==> src/rtl/gls_pkg.sv <==
package gls_pkg;

  typedef enum logic [1:0] {
    DRV_V0 = 2'd0,
    DRV_V1 = 2'd1,
    DRV_V2 = 2'd2
  } drive_e;

  // frame context carried alongside a fetched row
  typedef struct packed {
    logic [1:0] phase;
    logic       pol;
  } frame_tag_t;

  localparam int PHASES = 3;

  // gray value to on/off for a given modulation phase
  function automatic logic gray_on(input logic [1:0] gray, input logic [1:0] phase);
    logic on;
    case (gray)
      2'd0:    on = 1'b0;
      2'd1:    on = (phase == 2'd0);
      2'd2:    on = (phase != 2'd2);
      default: on = 1'b1;
    endcase
    return on;
  endfunction

endpackage

==> src/rtl/gls_frame_seq.sv <==
module gls_frame_seq #(
  parameter int NLINE  = 240,
  parameter int LINE_W = $clog2(NLINE)
) (
  input  logic              clk,
  input  logic              rst_n,
  input  logic              adv_i,
  output logic [LINE_W-1:0] line_o,
  output logic [1:0]        phase_o,
  output logic              pol_o
);
  import gls_pkg::*;

  localparam logic [LINE_W-1:0] LAST_LINE  = LINE_W'(NLINE - 1);
  localparam logic [1:0]        LAST_PHASE = 2'(PHASES - 1);

  logic [LINE_W-1:0] line_q, line_d;
  logic [1:0]        phase_q, phase_d;
  logic              pol_q, pol_d;
  logic              wrap;

  always_comb begin
    wrap    = adv_i && (line_q == LAST_LINE);
    line_d  = line_q;
    phase_d = phase_q;
    pol_d   = pol_q;
    if (adv_i) begin
      line_d = wrap ? '0 : line_q + LINE_W'(1);
    end
    if (wrap) begin
      phase_d = (phase_q == LAST_PHASE) ? 2'd0 : phase_q + 2'd1;
      pol_d   = ~pol_q;
    end
  end

  always_ff @(posedge clk or negedge rst_n) begin
    if (!rst_n) begin
      line_q  <= '0;
      phase_q <= 2'd0;
      pol_q   <= 1'b0;
    end else if (adv_i) begin
      line_q  <= line_d;
      phase_q <= phase_d;
      pol_q   <= pol_d;
    end
  end

  assign line_o  = line_q;
  assign phase_o = phase_q;
  assign pol_o   = pol_q;

endmodule

==> src/rtl/gls_latch_pair.sv <==
module gls_latch_pair #(
  parameter int W = 320
) (
  input  logic                clk,
  input  logic                rst_n,
  input  logic                load_i,
  input  logic [W-1:0]        data_i,
  input  gls_pkg::frame_tag_t tag_i,
  output logic [W-1:0]        data_o,
  output gls_pkg::frame_tag_t tag_o
);
  import gls_pkg::*;

  // stage 1: fetch latch, stage 2: hold latch feeding the decoder
  logic [W-1:0] fetch_q, fetch_d, hold_q, hold_d;
  frame_tag_t   ftag_q, ftag_d, htag_q, htag_d;

  always_comb begin
    fetch_d = fetch_q;
    ftag_d  = ftag_q;
    hold_d  = hold_q;
    htag_d  = htag_q;
    if (load_i) begin
      hold_d  = fetch_q;
      htag_d  = ftag_q;
      fetch_d = data_i;
      ftag_d  = tag_i;
    end
  end

  always_ff @(posedge clk or negedge rst_n) begin
    if (!rst_n) begin
      fetch_q <= '0;
      hold_q  <= '0;
      ftag_q  <= '0;
      htag_q  <= '0;
    end else if (load_i) begin
      fetch_q <= fetch_d;
      hold_q  <= hold_d;
      ftag_q  <= ftag_d;
      htag_q  <= htag_d;
    end
  end

  assign data_o = hold_q;
  assign tag_o  = htag_q;

endmodule

==> src/rtl/gls_gray_decode.sv <==
module gls_gray_decode #(
  parameter int NCOL = 160,
  parameter int W    = 2 * NCOL
) (
  input  logic [W-1:0]        pix_i,
  input  gls_pkg::frame_tag_t tag_i,
  input  logic                blank_n_i,
  output logic [W-1:0]        drive_o
);
  import gls_pkg::*;

  for (genvar c = 0; c < NCOL; c++) begin : g_col
    logic   on;
    drive_e lvl;
    always_comb begin
      on = gray_on(pix_i[2*c +: 2], tag_i.phase);
      if (!blank_n_i) begin
        lvl = DRV_V1;
      end else if (on ^ tag_i.pol) begin
        lvl = DRV_V2;
      end else begin
        lvl = DRV_V0;
      end
    end
    assign drive_o[2*c +: 2] = lvl;
  end

endmodule

==> src/rtl/gray_line_drive.sv <==
module gray_line_drive #(
  parameter int NCOL   = 160,
  parameter int NLINE  = 240,
  parameter int LINE_W = $clog2(NLINE),
  parameter int W      = 2 * NCOL
) (
  input  logic              clk,
  input  logic              rst_n,
  input  logic              strobe_i,
  input  logic              blank_n_i,
  output logic [LINE_W-1:0] rd_line_o,
  input  logic [W-1:0]      rd_data_i,
  output logic [W-1:0]      drive_o,
  output logic [1:0]        phase_o,
  output logic              polarity_o
);
  import gls_pkg::*;

  // reset: asynchronous assert, synchronous release
  logic rst_meta, rst_q;
  always_ff @(posedge clk or negedge rst_n) begin
    if (!rst_n) begin
      rst_meta <= 1'b0;
      rst_q    <= 1'b0;
    end else begin
      rst_meta <= 1'b1;
      rst_q    <= rst_meta;
    end
  end

  logic [1:0]   phase;
  logic         pol_q;
  frame_tag_t   cur_tag, show_tag;
  logic [W-1:0] show_pix;

  gls_frame_seq #(.NLINE(NLINE), .LINE_W(LINE_W)) u_seq (
    .clk     (clk),
    .rst_n   (rst_q),
    .adv_i   (strobe_i),
    .line_o  (rd_line_o),
    .phase_o (phase),
    .pol_o   (pol_q)
  );

  assign cur_tag = '{phase: phase, pol: pol_q};

  gls_latch_pair #(.W(W)) u_latch (
    .clk    (clk),
    .rst_n  (rst_q),
    .load_i (strobe_i),
    .data_i (rd_data_i),
    .tag_i  (cur_tag),
    .data_o (show_pix),
    .tag_o  (show_tag)
  );

  gls_gray_decode #(.NCOL(NCOL), .W(W)) u_dec (
    .pix_i     (show_pix),
    .tag_i     (show_tag),
    .blank_n_i (blank_n_i),
    .drive_o   (drive_o)
  );

  assign phase_o    = phase;
  assign polarity_o = pol_q;

endmodule

==> config.mk <==
export PLATFORM = sky130hd
export DESIGN_NAME = gray_line_drive
export DESIGN_NICKNAME = d
export VERILOG_FILES = /design/src/rtl/gls_pkg.sv /design/src/rtl/gls_frame_seq.sv /design/src/rtl/gls_latch_pair.sv /design/src/rtl/gls_gray_decode.sv /design/src/rtl/gray_line_drive.sv
export SDC_FILE = /design/constraint.sdc
export NUM_CORES = 1
export LEC_CHECK = 0
export ABC_AREA = 1
export ABC_CLOCK_PERIOD_IN_PS = 26900
export CAP_MARGIN = 40
export CORE_AREA = 5 5 254 256
export CTS_CLUSTER_SIZE = 8
export DETAILED_ROUTE_END_ITERATION = 8
export DIE_AREA = 0 0 259 261
export DONT_BUFFER_PORTS = 1
export HOLD_SLACK_MARGIN = 0.12
export PLACE_DENSITY = 0.67
export SKIP_CTS_REPAIR_TIMING = 1
export SLEW_MARGIN = 20
export SYNTH_ARGS = -nofsm -noshare
export SYNTH_HDL_FRONTEND = slang
export SYNTH_SLANG_ARGS = --single-unit
==> constraint.sdc <==
create_clock -name clk -period 26.9 [get_ports clk]
set_input_delay 1.345 -clock clk [delete_from_list [all_inputs] [get_ports clk]]
set_output_delay 1.345 -clock clk [all_outputs]
set_load 0.01 [all_outputs]
==> flow_summary.ini <==
[run_status]
status = finished with violations
violations = slew limit

[logic_synthesis]
seq_area_frac_synth = 0.517
synth_warnings = 0
synth_cells = 4168
yosysMostFrequentCell = nand2_1
async_flop_share = 1.00
synth_top_area_frac = 0.517
ys_ff_latch = 659
yosysTopAreaCell = dfrtp_1
ys_types = 26
syn_area_per_cell_um2 = 7.65
synth_area_um2 = 31900
synth_area_leaders = dfrtp_1 52%, nand2_1 20%, o21ai_0 7.4%, buf_4 4.0%, inv_1 3.7%
synth_commonest_cells = 1739 x nand2_1, 659 x dfrtp_1, 471 x o21ai_0, 315 x inv_1, 173 x nor2_1
synth_ff_type = dfrtp_1
synth-edff-count = 0
syn_nets = 4493

[power]
p_seq_frac = 0.381
power.share.clock = 0.333
p_leak_uw = 0.0170
p_sw_frac = 0.360
share_comb_of_total_power = 0.286
powerDensity_nw_per_um2 = 92.0
ir_drop_uv = 58.0
p_switching_uw = 1110
internal_power_uw = 1980

[sta]
setup_tns_ps = 0
maxSlewHeadroom = -0.168
fin_crit_ps = 4660
skew_ps = 22.5
slew_violations = 195
max_freq_mhz = 215
holdWs_ps = 234
hold_viol = 0
period_share = 0.173
rsz0062_at_grt = false
setup_viol = 0
worst_slew_pin_slew_ps = 1750

[die]
ios = 655
rows = 92
core-area_um2 = 62300
die_h_um = 261
fp.dieArea_um2 = 67600
dieWidth_um = 259
start_util = 0.512

[worst_setup_path]
cp_slowest_cell = dfrtp_4
path_cells = buf_4 -> buf_16 -> buf_4 -> a21oi_1 -> nor2_1
cp_max_fo = 57
criticalPathCategory = flip-flop to primary output
cpPeakStageDelay_ps = 850
arrival_ps = 3320
startpoint_type = flip-flop
critical_path.most_common_cell = buf_4
required_ps = 25550
critPathCaptureType = primary output

[global_route]
grt_pass1_wl_um = 128000
use_met1 = 0.301
grtUsageTotal = 0.235
grt_most_used_layer = met2
grt_pass1_vias = 23400
use_met2 = 0.383
overflow = 0
antenna_found_initial = 18
met3_usage = 0.0622
grt_max_degree = 958

[clock_tree]
cts_made_buffers = 92
tritoncts = built
insertion_delay_ps = 630
cts_sinks = 659
clk_pin_slew_worst_paths_ps = 50
htree_levels = 3
cts.path.max_buffers = 3
clockRootBuffer = clkbuf_16

[route]
post_drt_wl_per_cell_um = 17.0
vias_per_cell = 5.13
drt_iter0_markers = 1802
drc = 0
drtAntennaViolNets = 0
drt-pass1-iter-count = 5
vias = 24500
drt-total-wl_um = 81100

[worst_hold_path]
hold_class = flip-flop to async pin

[placed_design]
hpwlAfterDp_um = 52500
gp_congestion = 0.845
placement.io_buffers = 0

[layout]
final-seq-area_um2 = 16500
syn_to_final_growth_pct = 5.45
nFillCells = 5820
multi_input_area_um2 = 11800
drive_gt1_frac = 0.0572
final_nets = 4229

[job]
maxCapViolations = 0
-- layer usage --
layer | vias to the layer above | part of all wire
li1 | 12200 | -
met1 | 11500 | 0.41
met4 | 6 | 0.042
met5 | - | 0.00058
met3 | 193 | 0.069
met2 | 639 | 0.48
-- power groups by stage --
stage / Clock (µW) / Sequential (µW) / Combinational [µW]
after floorplan: 0 / 1180 / 752
after global placement: 0 / 1190 / 839
after detailed placement: 0 / 1190 / 878
after CTS: 1050 / 1180 / 882
after global routing: 1090 / 1190 / 1000
final: 1030 / 1180 / 885
-- layout by cell type, fill, tap and decap left out, types with 2 or more instances in the layout --
cell type / count
dfrtp_4: 3
diode_2: 16
clkbuf_1: 4
inv_1: 314
buf_12: 8
nor2_1: 173
a21oi_1: 163
inv_8: 2
buf_16: 11
inv_16: 3
nand2_1: 1739
nand2_2: 81
nand3_1: 162
buf_4: 14
nor2_2: 2
clkbuf_16: 93
o21ai_0: 471
nor3_1: 2
dfrtp_1: 656
-- critical path: cells and delay by family (launching register included) --
kind / cells / cell delay (ps)
buffers and inverters: 3 / 1320
DFF: 1 / 850
AOI/OAI and AO/OA: 1 / 80
and+or+nand+nor: 1 / 350
-- through the flow --
step | cell area, µm² | utilization | instances | worst slack (ps) | total power [µW]
6_report | 33600 | 0.540 | 4775 | 22240 | 3090
5_1_grt | 33600 | 0.540 | 4771 | 22000 | 3290
4_1_cts | 33500 | 0.538 | 4755 | 21920 | 3110
3_5_place_dp | 31000 | 0.498 | 4652 | 22600 | 2070
3_3_place_gp | 30700 | 0.493 | 4638 | 22440 | 2030
2_1_floorplan | 31900 | - | 4168 | 7170 | 1930
-- cells by family after synthesis --
group,count (synthesis),share of synthesized area
AND/OR/NAND/NOR,2162,0.268
buffers and inverters,709,0.114
flip-flops,659,0.517
AO/OA/AOI/OAI,634,0.0996
XOR/XNOR,2,0.000550
adder cells (fa/ha/maj),1,0.000393
other,1,0.000118
-- final cells by class --
class                           instances  area share
Clock buffer                           98      0.0701
Clock inverter                          5     0.00316
Inverter                              317      0.0360
Sequential cell                       659       0.491
Multi-Input combinational cell       2800       0.350
Tap cell                              846      0.0315
Antenna cell                           16     0.00119
Timing Repair Buffer                   34      0.0173
-- path summary, 6_finish.rpt --
| kind | start | to | slack (ps) | cells past startpoint |
|---|---|---|---|---|
| max | u_latch.tag_o[0]$_DFFE_PN0P_ | drive_o[119] | 22240 | 5 |
| min | rst_q$_DFF_PN0_ | u_latch.fetch_q[38]$_DFFE_PN0P_ | 230 | 0 |
| max reg2reg | rst_q$_DFF_PN0_ | u_latch.data_o[197]$_DFFE_PN0P_ | 23940 | 5 |
| min reg2reg | rst_q$_DFF_PN0_ | u_latch.fetch_q[38]$_DFFE_PN0P_ | 230 | 0 |
| max in group asynchronous | rst_q$_DFF_PN0_ | u_latch.data_o[197]$_DFFE_PN0P_ | 23940 | 5 |
| min in group clk | rst_meta$_DFF_PN0_ | rst_q$_DFF_PN0_ | 350 | 0 |
-- state kept, by name, summed over array words and instances (netlist names) --
name,count
u_latch.fetch_q,320
u_seq.pol_o,1
rst_meta,1
u_seq.phase_o,2
rst_q,1
u_latch.data_o,320
u_seq.line_o,8
u_latch.ftag_q,3
u_latch.tag_o,3
Note: power is estimated with default switching activity, not from simulation.
